File: src/rtl/stagger_pkg.sv
package stagger_pkg;

   // Phase offset of lane k for n lanes over a 2^pw range, truncated to pw bits.
   function automatic logic [31:0] lane_phase(input int k, input int n, input int pw);
      longint span;
      longint step;
      span = longint'(1) << pw;
      step = span / n;
      return 32'((step * k) % span);
   endfunction

   function automatic int idx_width(input int n);
      return (n > 1) ? $clog2(n) : 1;
   endfunction

endpackage

File: src/rtl/stagger_seq.sv
module stagger_seq #(
   parameter int NUM_CH = 4,
   parameter int LIMIT  = 4,
   parameter int IDX_W  = 2,
   parameter int CNT_W  = 3
) (
   input  logic             clk,
   input  logic             rst_n,
   input  logic             sync_i,
   input  logic             take_i,
   output logic [IDX_W-1:0] idx_o,
   output logic [CNT_W-1:0] cnt_o,
   output logic             live_o
);
   localparam logic [IDX_W-1:0] LAST_IDX = IDX_W'(NUM_CH - 1);
   localparam logic [CNT_W-1:0] CNT_END  = CNT_W'(LIMIT);

   logic [IDX_W-1:0] idx_q;
   logic [CNT_W-1:0] cnt_q;

   // Strobe overrides the stored state in the same cycle.
   assign idx_o  = sync_i ? '0 : idx_q;
   assign cnt_o  = sync_i ? '0 : cnt_q;
   assign live_o = (cnt_o < CNT_END);

   always_ff @(posedge clk or negedge rst_n) begin
      if (!rst_n) begin
         idx_q <= '0;
         cnt_q <= CNT_END;
      end else begin
         if (take_i)
            idx_q <= (idx_o == LAST_IDX) ? '0 : idx_o + 1'b1;
         else
            idx_q <= idx_o;
         if (take_i && live_o)
            cnt_q <= cnt_o + 1'b1;
         else
            cnt_q <= cnt_o;
      end
   end
endmodule

File: src/rtl/stagger_lane.sv
module stagger_lane #(
   parameter int DATA_W   = 16,
   parameter int CNT_W    = 3,
   parameter int START_AT = 0
) (
   input  logic              clk,
   input  logic              rst_n,
   input  logic              take_i,
   input  logic              hit_i,
   input  logic [CNT_W-1:0]  cnt_i,
   input  logic              live_i,
   input  logic [DATA_W-1:0] din_i,
   output logic              valid_o,
   output logic [DATA_W-1:0] data_o,
   output logic              start_o
);
   localparam logic [CNT_W-1:0] START_CNT = CNT_W'(START_AT);

   always_ff @(posedge clk or negedge rst_n) begin
      if (!rst_n) begin
         valid_o <= 1'b0;
         data_o  <= '0;
         start_o <= 1'b0;
      end else begin
         valid_o <= take_i && hit_i;
         if (take_i && hit_i)
            data_o <= din_i;
         start_o <= take_i && live_i && (cnt_i == START_CNT);
      end
   end
endmodule

File: src/rtl/stagger_splitter.sv
module stagger_splitter
   import stagger_pkg::*;
#(
   parameter int NUM_CH    = 4,
   parameter int DATA_W    = 16,
   parameter int PHASE_W   = 16,
   parameter int HOLD_BASE = 0
) (
   input  logic                        clk,
   input  logic                        rst_n,
   input  logic                        sync_i,
   input  logic                        in_valid_i,
   input  logic [DATA_W-1:0]           in_data_i,
   output logic [NUM_CH-1:0]           ch_valid_o,
   output logic [NUM_CH*DATA_W-1:0]    ch_data_o,
   output logic [NUM_CH-1:0]           ch_start_o,
   output logic [NUM_CH*PHASE_W-1:0]   ch_phase_o
);
   localparam int LIMIT = HOLD_BASE + NUM_CH;
   localparam int IDX_W = idx_width(NUM_CH);
   localparam int CNT_W = $clog2(LIMIT + 1);

   if (NUM_CH < 1 || NUM_CH > 4) begin : g_bad_ch
      $error("stagger_splitter: NUM_CH must be 1..4");
   end
   if (PHASE_W < 2 || PHASE_W > 31) begin : g_bad_phase
      $error("stagger_splitter: PHASE_W must be 2..31");
   end
   if (HOLD_BASE < 0) begin : g_bad_hold
      $error("stagger_splitter: HOLD_BASE must not be negative");
   end

   logic [IDX_W-1:0] sel_idx;
   logic [CNT_W-1:0] smp_cnt;
   logic             cnt_live;

   stagger_seq #(
      .NUM_CH(NUM_CH), .LIMIT(LIMIT), .IDX_W(IDX_W), .CNT_W(CNT_W)
   ) u_seq (
      .clk(clk), .rst_n(rst_n), .sync_i(sync_i), .take_i(in_valid_i),
      .idx_o(sel_idx), .cnt_o(smp_cnt), .live_o(cnt_live)
   );

   for (genvar k = 0; k < NUM_CH; k++) begin : g_lane
      localparam logic [31:0] PH = lane_phase(k, NUM_CH, PHASE_W);
      logic hit;

      if (NUM_CH == 1) begin : g_single
         assign hit = 1'b1;
      end else begin : g_multi
         assign hit = (sel_idx == IDX_W'(k));
      end

      stagger_lane #(
         .DATA_W(DATA_W), .CNT_W(CNT_W), .START_AT(HOLD_BASE + k)
      ) u_lane (
         .clk(clk), .rst_n(rst_n), .take_i(in_valid_i), .hit_i(hit),
         .cnt_i(smp_cnt), .live_i(cnt_live), .din_i(in_data_i),
         .valid_o(ch_valid_o[k]),
         .data_o(ch_data_o[k*DATA_W +: DATA_W]),
         .start_o(ch_start_o[k])
      );

      assign ch_phase_o[k*PHASE_W +: PHASE_W] = PH[PHASE_W-1:0];
   end
endmodule

File: config.mk
export PLATFORM = sky130hd
export DESIGN_NAME = stagger_splitter
export DESIGN_NICKNAME = d
export VERILOG_FILES = /design/src/rtl/stagger_pkg.sv /design/src/rtl/stagger_seq.sv /design/src/rtl/stagger_lane.sv /design/src/rtl/stagger_splitter.sv
export SDC_FILE = /design/constraint.sdc
export NUM_CORES = 1
export LEC_CHECK = 0
export ABC_AREA = 1
export BUFFER_PORTS_ARGS = -buffer_cell sky130_fd_sc_hd__clkbuf_2
export CORE_MARGIN = 4
export CORE_UTILIZATION = 30
export CTS_CLUSTER_SIZE = 8
export DETAILED_ROUTE_END_ITERATION = 8
export GPL_TIMING_DRIVEN = 1
export SETUP_SLACK_MARGIN = 0.15
export SYNTH_ARGS = -nofsm -noshare
export SYNTH_HDL_FRONTEND = slang
export SYNTH_SLANG_ARGS = --single-unit
File: constraint.sdc
create_clock -name clk -period 3.6 [get_ports clk]
set_clock_uncertainty 0.15 [all_clocks]
set_input_delay 0.54 -clock clk [delete_from_list [all_inputs] [get_ports clk]]
set_output_delay 0.54 -clock clk [all_outputs]
set_load 0.005 [all_outputs]
==> results.cfg, run 1 <==
[job]
maxCapViolCount = 0

[synth]
netlist_instances = 389
syn-cell-area_um2 = 3630
syn_area_per_cell_um2 = 9.32
synth_seq_cells = 77
netlist-cell-type-count = 21
synth.yosys.seq_area_share_pct = 53.2
synthMuxAreaShare_pct = 0
synthXorXnorAreaFrac_pct = 0.242
synth_compound_area_share_pct = 4.83
synthSimpleGateAreaFrac_pct = 18.7
synth_top_family_by_area = buffers and inverters
yosysWarnings = 0
synth_fa_ha_area_share_pct = 1.73

[sta]
maxSlewViolCount = 0
finalHoldViolCount = 0
max_freq_mhz = 434
fin_tns_setup_ns = 0
finalCriticalPeriod_ns = 2.30
whs_ns = 0.210
maxSlewHeadroom_pct = 35.9
rsz0062_at_grt = false
setup-violations-final = 0
worst_pin_slew_ns = 0.961
fin_crit_sh_pct = 64.0

[grt]
grt_start_max_net_pins = 78
antenna_found_initial = 0
grt_pass1_vias = 2492
grt_pass1_wl_mm = 13.7
grt_usage_pct = 12.3
gr-total-overflow = 0

[die]
die_h_um = 118
die_w_um = 118
die_area_um2 = 13900
num_io_pins = 156
start_util_pct = 31.2
row_count = 39
core_um2 = 11600

[detailed_routing]
drt_iter0_markers = 172
routed_wl_mm = 8.47
wl_per_cell_um = 13.8
dr_total_vias = 2534
via_per_inst = 4.13
drcViolationCount = 0
ant_nets = 0
firstDrtPassIters = 4

[placed_design]
postPlaceCellArea_um2 = 3860
portBuffers = 91
dp_hpwl_mm = 6.28
gp_congestion = 0.819

[clocking]
post_cts_buffers = 0
clkSinkCount = 77
clk_latency_ns = 0.33
clkTransAtPathRegs_ns = 0.06
htreeDepth = 3
cts_hold_buf = 0
clock_path_buffers = 2
numCtsBuffers = 9
cts_resized = 0
cts_tree = built
cts-root-buf = clkbuf_16

[power]
power_frac_seq_pct = 43.8
fin_total_pwr_uw = 2920
ir_drop_mv = 0.208
clockPowerShare_pct = 33.5
sw_frac_of_total_pct = 30.4
power_density_nw_per_um2 = 697
p_comb_share_pct = 22.8
p_int_uw = 2030
p_sw_uw = 888
p_leak_uw = 0.00238

[setup_path]
crit_path_end_kind = register
start_kind = register
cp.required_ns = 3.62
worstPathArrival_ns = 2.32
path_max_fanout = 33
crit_type = register to register

[cells_and_area]
drive_gt1_share_pct = 24.8
area_growth_pct = 15.4
final_nets = 491
final_util_pct = 36.0
diodes = 0
final_area_um2 = 4180

[status]
status = completed

[hold_path]
hp-class = input pin to async pin
## power by group through the flow
stage          sequential, uW  clock (uW)  combinational [uW]
2_1_floorplan            1300           0                 339
3_3_place_gp             1280           0                 678
3_5_place_dp             1300           0                 677
4_1_cts                  1280        1000                 684
5_1_grt                  1310        1030                 777
6_report                 1280         977                 664
## cells in the final DEF, fill, tap and decap left out, types with 2 or more instances in the layout
cell,count
nand2_1,104
clkbuf_2,90
dfrtp_1,76
conb_1,64
o21ai_0,35
nand4_1,32
inv_1,30
clkbuf_16,9
nor2_1,6
ha_1,5
buf_4,3
nand4_2,2
bufinv_16,2
inv_6,2
clkinvlp_4,2
## area by class of cell
type / count / area (um^2)
flip-flops and latches: 77 / 1930
clock buffers: 9 / 225
fillers: 1182 / 7430
repair buffers: 93 / 473
multi-input cells: 254 / 1160
clock inverters: 7 / 97.6
inverters: 31 / 116
well taps: 143 / 179
## registers in the layout (all words and copies together) (netlist names)
signal,count
g_lane.u_lane.data_o,64
g_lane.u_lane.start_o,4
g_lane.u_lane.valid_o,4
u_seq.cnt_q,3
u_seq.idx_q,2
## path summary, 6_finish.rpt
path / startpoint / end / slack (ns) / cells past startpoint
max: u_seq.idx_q[1] / g_lane[0].u_lane.data_o[2] / 1.30 / 8
min: rst_n / g_lane[3].u_lane.data_o[15] / 0.21 / 1
max reg2reg: u_seq.idx_q[1] / g_lane[0].u_lane.data_o[2] / 1.30 / 8
min reg2reg: g_lane[3].u_lane.data_o[12] / g_lane[3].u_lane.data_o[12] / 0.33 / 2
max in group asynchronous: rst_n / g_lane[0].u_lane.data_o[13] / 2.47 / 1
min in group clk: in_data_i[5] / g_lane[3].u_lane.data_o[5] / 0.33 / 3
## synthesized netlist by cell type, drive strengths merged
cell type / number / share of area, %
inv: 31 / 3.2
dfstp: 1 / 0.72
o21ai: 35 / 4.8
clkbuf: 5 / 0.52
nand2: 106 / 11
nand3: 1 / 0.14
dfrtp: 76 / 52
xor2: 1 / 0.24
nand4: 34 / 6.2
ha: 5 / 1.7
nor2: 8 / 1.1
conb: 2 / 0.21
buf: 84 / 17
## logic make-up after synthesis
logic type | Yosys count
and+or+nand+nor | 149
buffers and inverters | 120
DFF | 77
AOI/OAI and AO/OA | 35
adders and majority gates | 5
other | 2
xor gates and xnor gates | 1
## layer usage
layer	vias to the layer above	global-route usage, %	wire length [um]
met5	-	0	0
met4	0	5.27	156
met3	10	3.70	610
met2	89	19.7	3870
met1	1175	15.5	3830
li1	1260	-	-
## per-stage QoR
stage	setup WS, ns	instances
floorplan	1.68	451
global placement	1.14	598
finish	1.30	614
global route	0.982	614
detailed placement	1.02	598
CTS	1.26	614
## worst max-delay path, stage by stage, from the launching register on
cell	delay, ns
dfrtp_1	0.32
buf_4	0.24
inv_2	0.06
nor2_2	0.07
buf_4	0.21
inv_1	0.08
ha_1	0.18
nand2_1	0.65
o21ai_0	0.18
Note: power is estimated with default switching activity, not from simulation.
==> run 2: changes to the inputs <==
==> constraint.sdc (replaced) <==
create_clock -name clk -period 2.3 [get_ports clk]
set_clock_uncertainty 0.15 [all_clocks]
set_input_delay 0.345 -clock clk [delete_from_list [all_inputs] [get_ports clk]]
set_output_delay 0.345 -clock clk [all_outputs]
set_load 0.005 [all_outputs]
==> run 2 against run 1 <==
  * Clock power is 57% higher
  * Worst setup slack worse by 0.70 ns
  * Global-route usage is 0.51 points higher
  * Die area stayed put
  * Maximum frequency is 35% higher
  * Count of clock-buffer cells in the layout is 3 higher
  * Combinational power is 55% higher
  * Cell count is 0.81% higher
  * Largest power group unchanged
  * Highest routed layer unchanged
==> results.cfg, run 2 (same netlist as run 1, synthesis figures left out) <==
[clocking]
clkTransAtPathRegs_ns = 0.06
cts_tree = built
clock_path_buffers = 2
htreeDepth = 3
cts_hold_buf = 1
clkSinkCount = 77
cts-root-buf = clkbuf_16
clk_latency_ns = 0.33
numCtsBuffers = 9
post_cts_buffers = 0
cts_resized = 0

[setup_path]
path_buf_inv = 3
start_kind = register
path_max_fanout = 33
path_cells = inv_2 -> nor2_2 -> inv_1 -> ha_1 -> nand2_1 -> buf_4 -> o21ai_0
crit_type = register to register
r2r-start = u_seq.idx_q[1]
r2r_cells = 7
r2r_end = g_lane[0].u_lane.data_o[9]
critPathMaxStageDelay_ns = 0.55
worstPathArrival_ns = 1.75
cp.required_ns = 2.35
rrSetupSlack_ns = 0.59
crit_slowest_cell = dfrtp_1
cp_top_family = flip-flops
crit_path_end_kind = register

[cells_and_area]
drive_gt1_share_pct = 25.2
final_common_cell = nand2_1
layout_common_cells = nand2_1, clkbuf_2, dfrtp_1
nFillCells = 1188
final_cell_count_no_fill = 619
area_growth_pct = 16.9
final_util_pct = 36.5
top_register = g_lane.u_lane.data_o
final_nets = 496
largest_reg_flops = 64
top_regs = g_lane.u_lane.data_o x64, g_lane.u_lane.start_o x4, g_lane.u_lane.valid_o x4
diodes = 0

[placed_design]
dp_hpwl_mm = 6.61
portBuffers = 91
dp.cells = 602
gp_congestion = 0.826

[power]
power_density_nw_per_um2 = 1080
p_leak_uw = 0.00242
ir_drop_mv = 0.396
fin_total_pwr_uw = 4590

[grt]
grt_pass1_vias = 2656
grt_pass1_wl_mm = 14.2
grt_usage_pct = 12.8
antenna_found_initial = 0
gr-total-overflow = 0
grt_start_max_net_pins = 40

[sta]
rsz0062_at_grt = false
fin_tns_setup_ns = 0
finalHoldViolCount = 0
maxSlewHeadroom_pct = 64.2
maxSlewViolCount = 0
setup-violations-final = 0
finalCriticalPeriod_ns = 1.71
worst_pin_slew_ns = 0.537
max_freq_mhz = 586
fin_crit_sh_pct = 74.2

[hold_path]
min_to = g_lane[3].u_lane.data_o[4]
hp-class = input pin to register
hp-start = in_data_i[4]
min_path_cells = 3

[detailed_routing]
ant_nets = 0
routed_wl_mm = 8.76
via_per_inst = 4.24
drcViolationCount = 0
wl_per_cell_um = 14.1
firstDrtPassIters = 4
dr_total_vias = 2624
drt_iter0_markers = 236

[die]
die_w_um = 118
num_io_pins = 156
row_count = 39
start_util_pct = 31.2
die_h_um = 118
die_area_um2 = 13900
core_um2 = 11600

[job]
maxCapViolCount = 0

[status]
status = completed
## run 2: how the worst max path moves through the flow
stage,slack [ns],depth (start not counted),start,endpoint
2_1_floorplan,0.58,8,sync_i,g_lane[0].u_lane.data_o[3]
3_3_place_gp,0.61,7,sync_i,g_lane[0].u_lane.data_o[0]
3_5_place_dp,0.53,7,sync_i,g_lane[0].u_lane.data_o[3]
4_1_cts,0.60,7,u_seq.idx_q[1],g_lane[0].u_lane.data_o[3]
5_1_grt,0.43,8,u_seq.idx_q[1],g_lane[0].u_lane.data_o[7]
6_report,0.59,7,u_seq.idx_q[1],g_lane[0].u_lane.data_o[9]
## run 2: final cells by class
class | instances | area, um^2 | share of cell area (%)
inverter | 31 | 116 | 2.74
multi-input combinational | 254 | 1160 | 27.5
tap | 143 | 179 | 4.22
clock inverter | 4 | 70.1 | 1.65
sequential | 77 | 1930 | 45.5
clock buffer | 12 | 256 | 6.05
timing repair buffer | 98 | 526 | 12.4
## run 2: routing by layer
metal	vias to the layer above	track usage (%)	wire (um)
met1	1242	16.4	3960
met4	0	6.01	201
li1	1267	-	-
met3	16	3.84	586
met2	99	19.9	4000
met5	-	0	0
## run 2: metrics by stage
step	hold WS, ns	setup slack [ns]	area (um^2)
2_1_floorplan	-0.101	0.576	3860
3_3_place_gp	0.199	0.611	3900
3_5_place_dp	0.219	0.534	3900
4_1_cts	0.127	0.602	4240
5_1_grt	0.162	0.431	4240
6_report	0.144	0.593	4240
## run 2: worst register-to-register path, cell delays in order (launching register included)
cell and delay (ns):
dfrtp_1 0.55, inv_2 0.06, nor2_2 0.10, inv_1 0.06, ha_1 0.17, nand2_1 0.05, buf_4 0.28, o21ai_0 0.15
## run 2: where the power goes
part           switching [uW]  internal [uW]
clock network             528           1010
registers                 253           1770
logic                     568            465
